### src/rtl/vcmp_pkg.sv
// Shared encodings for the compare-to-mask sequencer.
// Assumes 64-bit mask words and elements up to 64 bits.
package vcmp_pkg;
    localparam int WORD_W = 64;
    localparam int POS_W  = $clog2(WORD_W);
    localparam int MLEN_W = POS_W + 1;

    typedef enum logic [2:0] {
        CMP_EQ  = 3'd0,
        CMP_NE  = 3'd1,
        CMP_LTU = 3'd2,
        CMP_LT  = 3'd3,
        CMP_LEU = 3'd4,
        CMP_LE  = 3'd5,
        CMP_GTU = 3'd6,
        CMP_GT  = 3'd7
    } cmp_op_e;

    typedef enum logic [1:0] {
        SRC_VEC = 2'd0,
        SRC_SCL = 2'd1,
        SRC_IMM = 2'd2,
        SRC_BAD = 2'd3
    } src_sel_e;

    typedef enum logic [1:0] {
        ST_IDLE = 2'd0,
        ST_ACT  = 2'd1,
        ST_TAIL = 2'd2,
        ST_FIN  = 2'd3
    } seq_st_e;

    // True for the element widths the block accepts
    function automatic logic sew_legal(input logic [6:0] sew);
        return (sew == 7'd8) || (sew == 7'd16) || (sew == 7'd32) || (sew == 7'd64);
    endfunction
endpackage

### src/rtl/vcmp_elem_cmp.sv
// Element compare: selects the second operand, extends both operands
// at SEW width by the signedness of the opcode, and evaluates the relation.
// Assumes sew is one of 8/16/32/64 whenever the result is used.
module vcmp_elem_cmp
    import vcmp_pkg::*;
(
    input  logic [6:0]  sew,
    input  logic [2:0]  op,
    input  logic [1:0]  src,
    input  logic [63:0] vs2,
    input  logic [63:0] vs1,
    input  logic [63:0] scalar,
    input  logic [4:0]  imm,
    output logic        hit
);
    cmp_op_e     opc;
    src_sel_e    sel;
    logic        uns;
    logic [63:0] b_raw;
    logic [64:0] a_x, b_x;
    logic        lt, eq;

    assign opc = cmp_op_e'(op);
    assign sel = src_sel_e'(src);
    assign uns = (opc == CMP_LTU) || (opc == CMP_LEU) || (opc == CMP_GTU);

    // Extend the low SEW bits to 65 bits, signed or unsigned
    function automatic logic [64:0] widen(input logic [63:0] x, input logic [6:0] w,
                                          input logic sgn);
        case (w)
            7'd8:    widen = {{57{sgn & x[7]}},  x[7:0]};
            7'd16:   widen = {{49{sgn & x[15]}}, x[15:0]};
            7'd32:   widen = {{33{sgn & x[31]}}, x[31:0]};
            default: widen = {sgn & x[63], x};
        endcase
    endfunction

    // Pick the second operand, extending the immediate per signedness
    always_comb begin
        case (sel)
            SRC_VEC: b_raw = vs1;
            SRC_SCL: b_raw = scalar;
            default: b_raw = uns ? {59'd0, imm} : {{59{imm[4]}}, imm};
        endcase
    end

    assign a_x = widen(vs2, sew, !uns);
    assign b_x = widen(b_raw, sew, !uns);
    assign lt  = $signed(a_x) < $signed(b_x);
    assign eq  = (a_x == b_x);

    // Evaluate the selected relation
    always_comb begin
        case (opc)
            CMP_EQ:           hit = eq;
            CMP_NE:           hit = !eq;
            CMP_LTU, CMP_LT:  hit = lt;
            CMP_LEU, CMP_LE:  hit = lt | eq;
            default:          hit = !(lt | eq);
        endcase
    end
endmodule

### src/rtl/vcmp_slot_merge.sv
// Slot merge: clears an mlen-bit slot at bit pos of a word and places
// one result bit at the slot's lowest position.
// Assumes pos + mlen <= WORD_W (power-of-two slot widths).
module vcmp_slot_merge
    import vcmp_pkg::*;
(
    input  logic [WORD_W-1:0] old_word,
    input  logic [POS_W-1:0]  pos,
    input  logic [MLEN_W-1:0] mlen,
    input  logic              bit_in,
    output logic [WORD_W-1:0] new_word
);
    logic [WORD_W:0]   ones;
    logic [WORD_W-1:0] slot;

    assign ones     = ({{WORD_W{1'b0}}, 1'b1} << mlen) - {{WORD_W{1'b0}}, 1'b1};
    assign slot     = ones[WORD_W-1:0] << pos;
    assign new_word = (old_word & ~slot) | ({{(WORD_W-1){1'b0}}, bit_in} << pos);
endmodule

### src/rtl/vcmp_seq_ctrl.sv
// Sequencer control: walks active indices vstart..vl-1, then tail indices
// vl..vlmax-1 when tail clearing applies, then a one-cycle finish state.
// Assumes vl <= vlmax; start is honoured only while idle.
module vcmp_seq_ctrl
    import vcmp_pkg::*;
#(
    parameter int IDX_W = 8
) (
    input  logic             clk,
    input  logic             rst_n,
    input  logic             start,
    input  logic             cfg_ok,
    input  logic [IDX_W-1:0] vl,
    input  logic [IDX_W-1:0] vlmax,
    input  logic [IDX_W-1:0] vstart,
    input  logic             tail_zero,
    output logic [IDX_W-1:0] idx,
    output logic             idle,
    output logic             in_act,
    output logic             in_tail,
    output logic             done,
    output logic             err
);
    localparam int CW = IDX_W + 1;

    seq_st_e          st;
    logic [IDX_W-1:0] vl_q, vlmax_q;
    logic             tz_q;
    logic [CW-1:0]    nxt;
    logic             start_tail;

    assign nxt        = {1'b0, idx} + CW'(1);
    assign start_tail = tail_zero && (vl != '0) && (vl < vlmax);

    // State, index and latched bounds
    always_ff @(posedge clk) begin
        if (!rst_n) begin
            st      <= ST_IDLE;
            idx     <= '0;
            vl_q    <= '0;
            vlmax_q <= '0;
            tz_q    <= 1'b0;
            err     <= 1'b0;
        end else begin
            case (st)
                ST_IDLE: if (start) begin
                    vl_q    <= vl;
                    vlmax_q <= vlmax;
                    tz_q    <= tail_zero;
                    err     <= !cfg_ok;
                    if (!cfg_ok || vl == '0) begin
                        st <= ST_FIN;
                    end else if (vstart >= vl) begin
                        if (start_tail) begin
                            st  <= ST_TAIL;
                            idx <= vl;
                        end else begin
                            st <= ST_FIN;
                        end
                    end else begin
                        st  <= ST_ACT;
                        idx <= vstart;
                    end
                end
                ST_ACT: begin
                    if (nxt == {1'b0, vl_q}) begin
                        if (tz_q && (vl_q < vlmax_q)) begin
                            st  <= ST_TAIL;
                            idx <= vl_q;
                        end else begin
                            st <= ST_FIN;
                        end
                    end else begin
                        idx <= nxt[IDX_W-1:0];
                    end
                end
                ST_TAIL: begin
                    if (nxt == {1'b0, vlmax_q}) st <= ST_FIN;
                    else                        idx <= nxt[IDX_W-1:0];
                end
                default: st <= ST_IDLE;
            endcase
        end
    end

    assign idle    = (st == ST_IDLE);
    assign in_act  = (st == ST_ACT);
    assign in_tail = (st == ST_TAIL);
    assign done    = (st == ST_FIN);
endmodule

### src/rtl/vcmp_mask_seq.sv
// Compare-to-mask write sequencer top. Captures the operation on start,
// drives element and mask-word indices, merges each result (or a tail
// clear) into the addressed mask word, and reports done/illegal.
// Assumes combinational read ports and that cfg_* stay steady until done.
module vcmp_mask_seq
    import vcmp_pkg::*;
#(
    parameter int IDX_W = 8
) (
    input  logic             clk,
    input  logic             rst_n,
    input  logic             start,
    input  logic             cfg_vill,
    input  logic [6:0]       cfg_sew,
    input  logic [6:0]       cfg_mlen,
    input  logic [IDX_W-1:0] cfg_vl,
    input  logic [IDX_W-1:0] cfg_vlmax,
    input  logic [IDX_W-1:0] cfg_vstart,
    input  logic             cfg_vm,
    input  logic             cfg_tail_zero,
    input  logic [2:0]       cfg_op,
    input  logic [1:0]       cfg_src,
    input  logic [63:0]      scalar_op,
    input  logic [4:0]       imm5,
    output logic [IDX_W-1:0] elem_idx,
    input  logic [63:0]      vs2_elem,
    input  logic [63:0]      vs1_elem,
    output logic [IDX_W:0]   mask_word_idx,
    input  logic [63:0]      v0_word,
    input  logic [63:0]      mask_rdata,
    output logic             mask_we,
    output logic [63:0]      mask_wdata,
    output logic             done,
    output logic             illegal,
    output logic             vstart_clr
);
    localparam int OFF_W = IDX_W + MLEN_W;

    logic [6:0]        sew_q;
    logic [MLEN_W-1:0] mlen_q;
    logic              vm_q;
    logic [2:0]        op_q;
    logic [1:0]        src_q;
    logic [63:0]       scalar_q;
    logic [4:0]        imm_q;

    logic              cfg_ok, idle, in_act, in_tail, err;
    logic [IDX_W-1:0]  idx;
    logic [OFF_W-1:0]  off;
    logic [POS_W-1:0]  pos;
    logic              hit, active;

    assign cfg_ok = !cfg_vill && sew_legal(cfg_sew) && (src_sel_e'(cfg_src) != SRC_BAD);

    // Capture the operation's parameters when a start is accepted
    always_ff @(posedge clk) begin
        if (!rst_n) begin
            sew_q    <= 7'd8;
            mlen_q   <= MLEN_W'(1);
            vm_q     <= 1'b1;
            op_q     <= '0;
            src_q    <= '0;
            scalar_q <= '0;
            imm_q    <= '0;
        end else if (start && idle) begin
            sew_q    <= cfg_sew;
            mlen_q   <= cfg_mlen[MLEN_W-1:0];
            vm_q     <= cfg_vm;
            op_q     <= cfg_op;
            src_q    <= cfg_src;
            scalar_q <= scalar_op;
            imm_q    <= imm5;
        end
    end

    vcmp_seq_ctrl #(.IDX_W(IDX_W)) ctrl_i (
        .clk       (clk),
        .rst_n     (rst_n),
        .start     (start),
        .cfg_ok    (cfg_ok),
        .vl        (cfg_vl),
        .vlmax     (cfg_vlmax),
        .vstart    (cfg_vstart),
        .tail_zero (cfg_tail_zero),
        .idx       (idx),
        .idle      (idle),
        .in_act    (in_act),
        .in_tail   (in_tail),
        .done      (done),
        .err       (err)
    );

    vcmp_elem_cmp cmp_i (
        .sew    (sew_q),
        .op     (op_q),
        .src    (src_q),
        .vs2    (vs2_elem),
        .vs1    (vs1_elem),
        .scalar (scalar_q),
        .imm    (imm_q),
        .hit    (hit)
    );

    assign off           = {{IDX_W{1'b0}}, mlen_q} * {{MLEN_W{1'b0}}, idx};
    assign pos           = off[POS_W-1:0];
    assign mask_word_idx = off[OFF_W-1:POS_W];
    assign elem_idx      = idx;
    assign active        = vm_q | v0_word[pos];
    assign mask_we       = (in_act & active) | in_tail;

    vcmp_slot_merge merge_i (
        .old_word (mask_rdata),
        .pos      (pos),
        .mlen     (mlen_q),
        .bit_in   (in_act & hit),
        .new_word (mask_wdata)
    );

    assign illegal    = done & err;
    assign vstart_clr = done & ~err;
endmodule

### config.mk
export PLATFORM = sky130hd
export DESIGN_NAME = vcmp_mask_seq
export DESIGN_NICKNAME = d
export VERILOG_FILES = /design/src/rtl/vcmp_pkg.sv /design/src/rtl/vcmp_elem_cmp.sv /design/src/rtl/vcmp_slot_merge.sv /design/src/rtl/vcmp_seq_ctrl.sv /design/src/rtl/vcmp_mask_seq.sv
export SDC_FILE = /design/constraint.sdc
export NUM_CORES = 1
export LEC_CHECK = 0
export ABC_CLOCK_PERIOD_IN_PS = 10600
export CAP_MARGIN = 10
export CELL_PAD_IN_SITES_DETAIL_PLACEMENT = 1
export CELL_PAD_IN_SITES_GLOBAL_PLACEMENT = 1
export CORE_MARGIN = 8
export CORE_UTILIZATION = 34
export DETAILED_ROUTE_END_ITERATION = 8
export GPL_ROUTABILITY_DRIVEN = 0
export GPL_TIMING_DRIVEN = 0
export PLACE_DENSITY = 0.78
export SKIP_LAST_GASP = 1
export SLEW_MARGIN = 0
export SYNTH_ARGS = -nofsm -noshare
export SYNTH_HDL_FRONTEND = slang
export SYNTH_HIERARCHICAL = 1
export SYNTH_SLANG_ARGS = --single-unit
### constraint.sdc
create_clock -name clk -period 10.6 [get_ports clk]
set_clock_uncertainty 0.05 [all_clocks]
set_input_delay 3.18 -clock clk [delete_from_list [all_inputs] [get_ports clk]]
set_output_delay 3.18 -clock clk [all_outputs]
set_load 0.01 [all_outputs]
==> impl_metrics.py <==
metrics = {
    "pwr": {
        "p_sw_frac": 0.605,
        "clkPwrFrac": 0.070,
        "irDropWorstVdd_mv": 0.179,
        "p_int_w": 0.00376,
        "sequentialPowerShare": 0.068,
        "power.density_mw_per_mm2": 354,
        "p_sw_w": 0.00576,
        "p_total_w": 0.00952,
        "leakagePower_nw": 10.5,
        "power.share.combinational": 0.863,
    },
    "sta": {
        "relSlewSlack": 0.109,
        "max_freq_mhz": 85.6,
        "fin_crit_sh": 1.10,
        "worst_slew_pin_slew_ns": 1.32,
        "fin_crit_ns": 11.68,
        "fin_ws_ns": -1.08,
        "final_max_slew_viol_count": 0,
        "setup_viol": 64,
        "worst_hold_slack_ns": 0.413,
        "hold_viol": 0,
        "rsz0062_at_grt": "yes",
    },
    "logic_synthesis": {
        "ys_ff_latch": 117,
        "yosys_warnings": 6,
        "syn_inst": 2746,
        "yosysUniqueCellTypes": 118,
        "syn_area_mm2": 0.0196,
        "ys_seq_area_frac": 0.120,
        "synth_area_per_cell_um2": 7.14,
        "synth_nets": 3275,
        "ys.flop_type": "dfxtp_1",
        "postSynth.asyncResetShare": 0,
        "synth_edf_count": 0,
    },
    "final_layout": {
        "nNetsFinal": 3816,
        "layout_common_cells": "clkdlybuf4s50_1, nand2_1, nor2_1, clkbuf_1, a21oi_1",
        "final_cell_area_mm2": 0.0269,
        "syn_to_final_growth_pct": 37.1,
        "fin_cells": 4073,
        "regArea_mm2": 0.00234,
        "final_common_cell": "clkdlybuf4s50_1",
        "multiInputGateArea_mm2": 0.0164,
        "drive_gt1_frac": 0.135,
        "fillCellCount": 7138,
    },
    "hold_path": {
        "min_path_type": "reg2reg",
    },
    "route": {
        "first_pass_iters": 9,
        "wirelength_um": 118000,
        "wl_per_cell_um": 28.9,
        "ant_nets": 0,
        "num_vias": 26619,
        "vias_per_cell": 6.54,
        "drtIter0Drc": 3314,
        "drc": 6,
    },
    "clocking": {
        "cts_sinks": 117,
        "clkLatencyLatePin_ns": 0.43,
        "htree_levels": 4,
        "cts_buffers": 17,
        "cts_tree": "built",
        "clock-root-buffer": "clkbuf_16",
        "clock_path_buffers": 2,
        "clk_pin_slew_worst_paths_ns": 0.05,
    },
    "place": {
        "portBuffers": 458,
        "dpl.hpwl_um": 92700,
        "place_area_mm2": 0.0252,
        "dp_slack_ns": -2.34,
        "dp_cells": 3969,
    },
    "critical_path": {
        "worst_path_most_repeated_cell": "buf_6",
        "required_ns": 7.37,
        "cp-start-kind": "primary input",
        "crit_arrival_ns": 8.45,
        "crit_path_end_kind": "primary output",
        "path_buf_inv": 8,
        "cp_slowest_cell": "a311o_4",
        "path_class": "in2out",
        "cpPeakStageDelay_ns": 0.42,
        "path_delay_family": "simple AND/OR/NAND/NOR gates",
        "crit_fanout": 7,
    },
    "floorplan": {
        "fp.dieH_um": 256,
        "rows": 88,
        "die_x_um": 256,
        "initial_core_util": 0.342,
        "die_area_mm2": 0.0656,
        "core_area_mm2": 0.0574,
        "io_pins": 459,
    },
    "job": {
        "max_cap_viol_count": 0,
    },
    "global_route": {
        "grt_overflow": 0,
        "grt_pass1_vias": 27936,
        "grt_usage": 0.337,
        "grt_start_max_net_pins": 17,
        "grt_pass1_wl_um": 173000,
        "antenna_found_initial": 13,
    },
    "outcome": {
        "outcome": "complete, but fails checks",
        "violations": "DRC, setup timing",
    },
}
[kinds of logic (layout without fill, tap and decap cells)]
family / after synthesis / after routing / synth area share
AOI/OAI and AO/OA: 994 / 994 / 0.361
xor gates and xnor gates: 29 / 29 / 0.0133
adders and majority gates: 156 / 156 / 0.111
buffers and inverters: 343 / 896 / 0.0767
DFF: 117 / 117 / 0.120
muxes: 81 / 81 / 0.0570
other: 0 / 9 / 0
and+or+nand+nor: 1026 / 1026 / 0.262
[cell usage after synthesis (10+ instances only)]
library cell | number | area (um2)
dfxtp_1 | 117 | 2340
a21oi_1 | 158 | 791
nor2_1 | 164 | 616
o22ai_1 | 20 | 125
o31ai_1 | 29 | 218
nor4_1 | 22 | 138
o21ai_2 | 32 | 280
nand2_1 | 389 | 1460
o2bb2ai_1 | 10 | 87.6
a21o_1 | 56 | 420
buf_1 | 22 | 82.6
xnor2_1 | 20 | 175
buf_4 | 17 | 128
fa_1 | 29 | 581
a21boi_0 | 87 | 653
mux2i_1 | 44 | 440
a211o_1 | 37 | 324
or3_1 | 20 | 125
o31a_1 | 12 | 105
and2_1 | 61 | 382
clkbuf_1 | 155 | 582
a22oi_1 | 18 | 135
mux4_2 | 15 | 338
o32ai_1 | 13 | 114
o221ai_1 | 17 | 149
a211oi_1 | 86 | 646
a2111oi_0 | 13 | 114
nand3_1 | 80 | 400
buf_2 | 41 | 205
a32oi_1 | 18 | 158
nor2b_1 | 73 | 457
or4_1 | 10 | 75.1
mux2_2 | 15 | 169
nand2b_1 | 22 | 138
buf_6 | 10 | 113
inv_1 | 89 | 334
o21ai_0 | 148 | 741
a31oi_1 | 35 | 219
nor3_1 | 52 | 260
nand4b_1 | 11 | 96.3
o21a_1 | 50 | 375
ha_1 | 126 | 1580
and3_1 | 20 | 125
nand4_1 | 32 | 200
o211ai_1 | 31 | 233
[worst min-delay path, cell delays in order (launching register included)]
cell     delay [ns]
dfxtp_1        0.31
nand2_1        0.05
a21oi_1        0.05
[registers in the layout, indices dropped and copies added (netlist names)]
register / count
op_q: 3
ctrl_i/tz_q: 1
sew_q: 7
vm_q: 1
src_q: 2
ctrl_i/vl_q: 8
ctrl_i/vlmax_q: 8
imm_q: 5
ctrl_i/st: 2
ctrl_i/idx: 8
ctrl_i/err: 1
scalar_q: 64
mlen_q: 7
[cell type report]
type | count | share of cell area
diodes | 9 | 0.000838
plain buffers | 246 | 0.0426
clock buffers | 23 | 0.0185
clock inverters | 8 | 0.00629
inverters | 94 | 0.0131
multi-input cells | 2286 | 0.612
flip-flops and latches | 117 | 0.0872
well taps | 765 | 0.0356
repair buffers | 525 | 0.184
[worst paths after layout]
check	start	to	slack (ns)	depth (start not counted)
setup / recovery	vs1_elem[7]	mask_wdata[62]	-1.08	30
hold / removal	ctrl_i/tz_q	ctrl_i/tz_q	0.41	2
setup reg to reg	ctrl_i/idx[1]	ctrl_i/idx[4]	7.39	10
hold reg to reg	ctrl_i/tz_q	ctrl_i/tz_q	0.41	2
[what timing repair did]
| action | 4_1_cts | 5_1_grt |
|---|---|---|
| endpoints found under the hold margin | 0 | 0 |
| setup endpoints to repair | 64 | 64 |
| hold buffers | 0 | 0 |
| setup buffers | 52 | 13 |
| gates cloned | 1 | 0 |
| resized for setup | 362 | 75 |
| pin swaps | 71 | 46 |
[power groups by stage]
stage	clock [W]	combinational, W	sequential (W)
final	0.000663	0.00821	0.000644
after global routing	0.000685	0.00848	0.000655
after CTS	0.000667	0.00759	0.000640
after detailed placement	0	0.00744	0.000649
after global placement	0	0.00725	0.000642
after floorplan	0	0.00447	0.000608
[through the flow]
step	utilization	TNS, ns
2_1_floorplan	-	-0.312
3_3_place_gp	0.439	-88.52
3_5_place_dp	0.439	-93.75
4_1_cts	0.463	-44.86
5_1_grt	0.468	-52.24
6_report	0.468	-43.10
[layer usage]
metal / share of wire / up-vias / GRT usage
li1: - / 11352 / -
met1: 0.37 / 12708 / 0.390
met2: 0.45 / 1923 / 0.549
met3: 0.11 / 624 / 0.0990
met4: 0.071 / 12 / 0.192
met5: 0.00074 / - / 0
(Power assumes the default switching activity.)
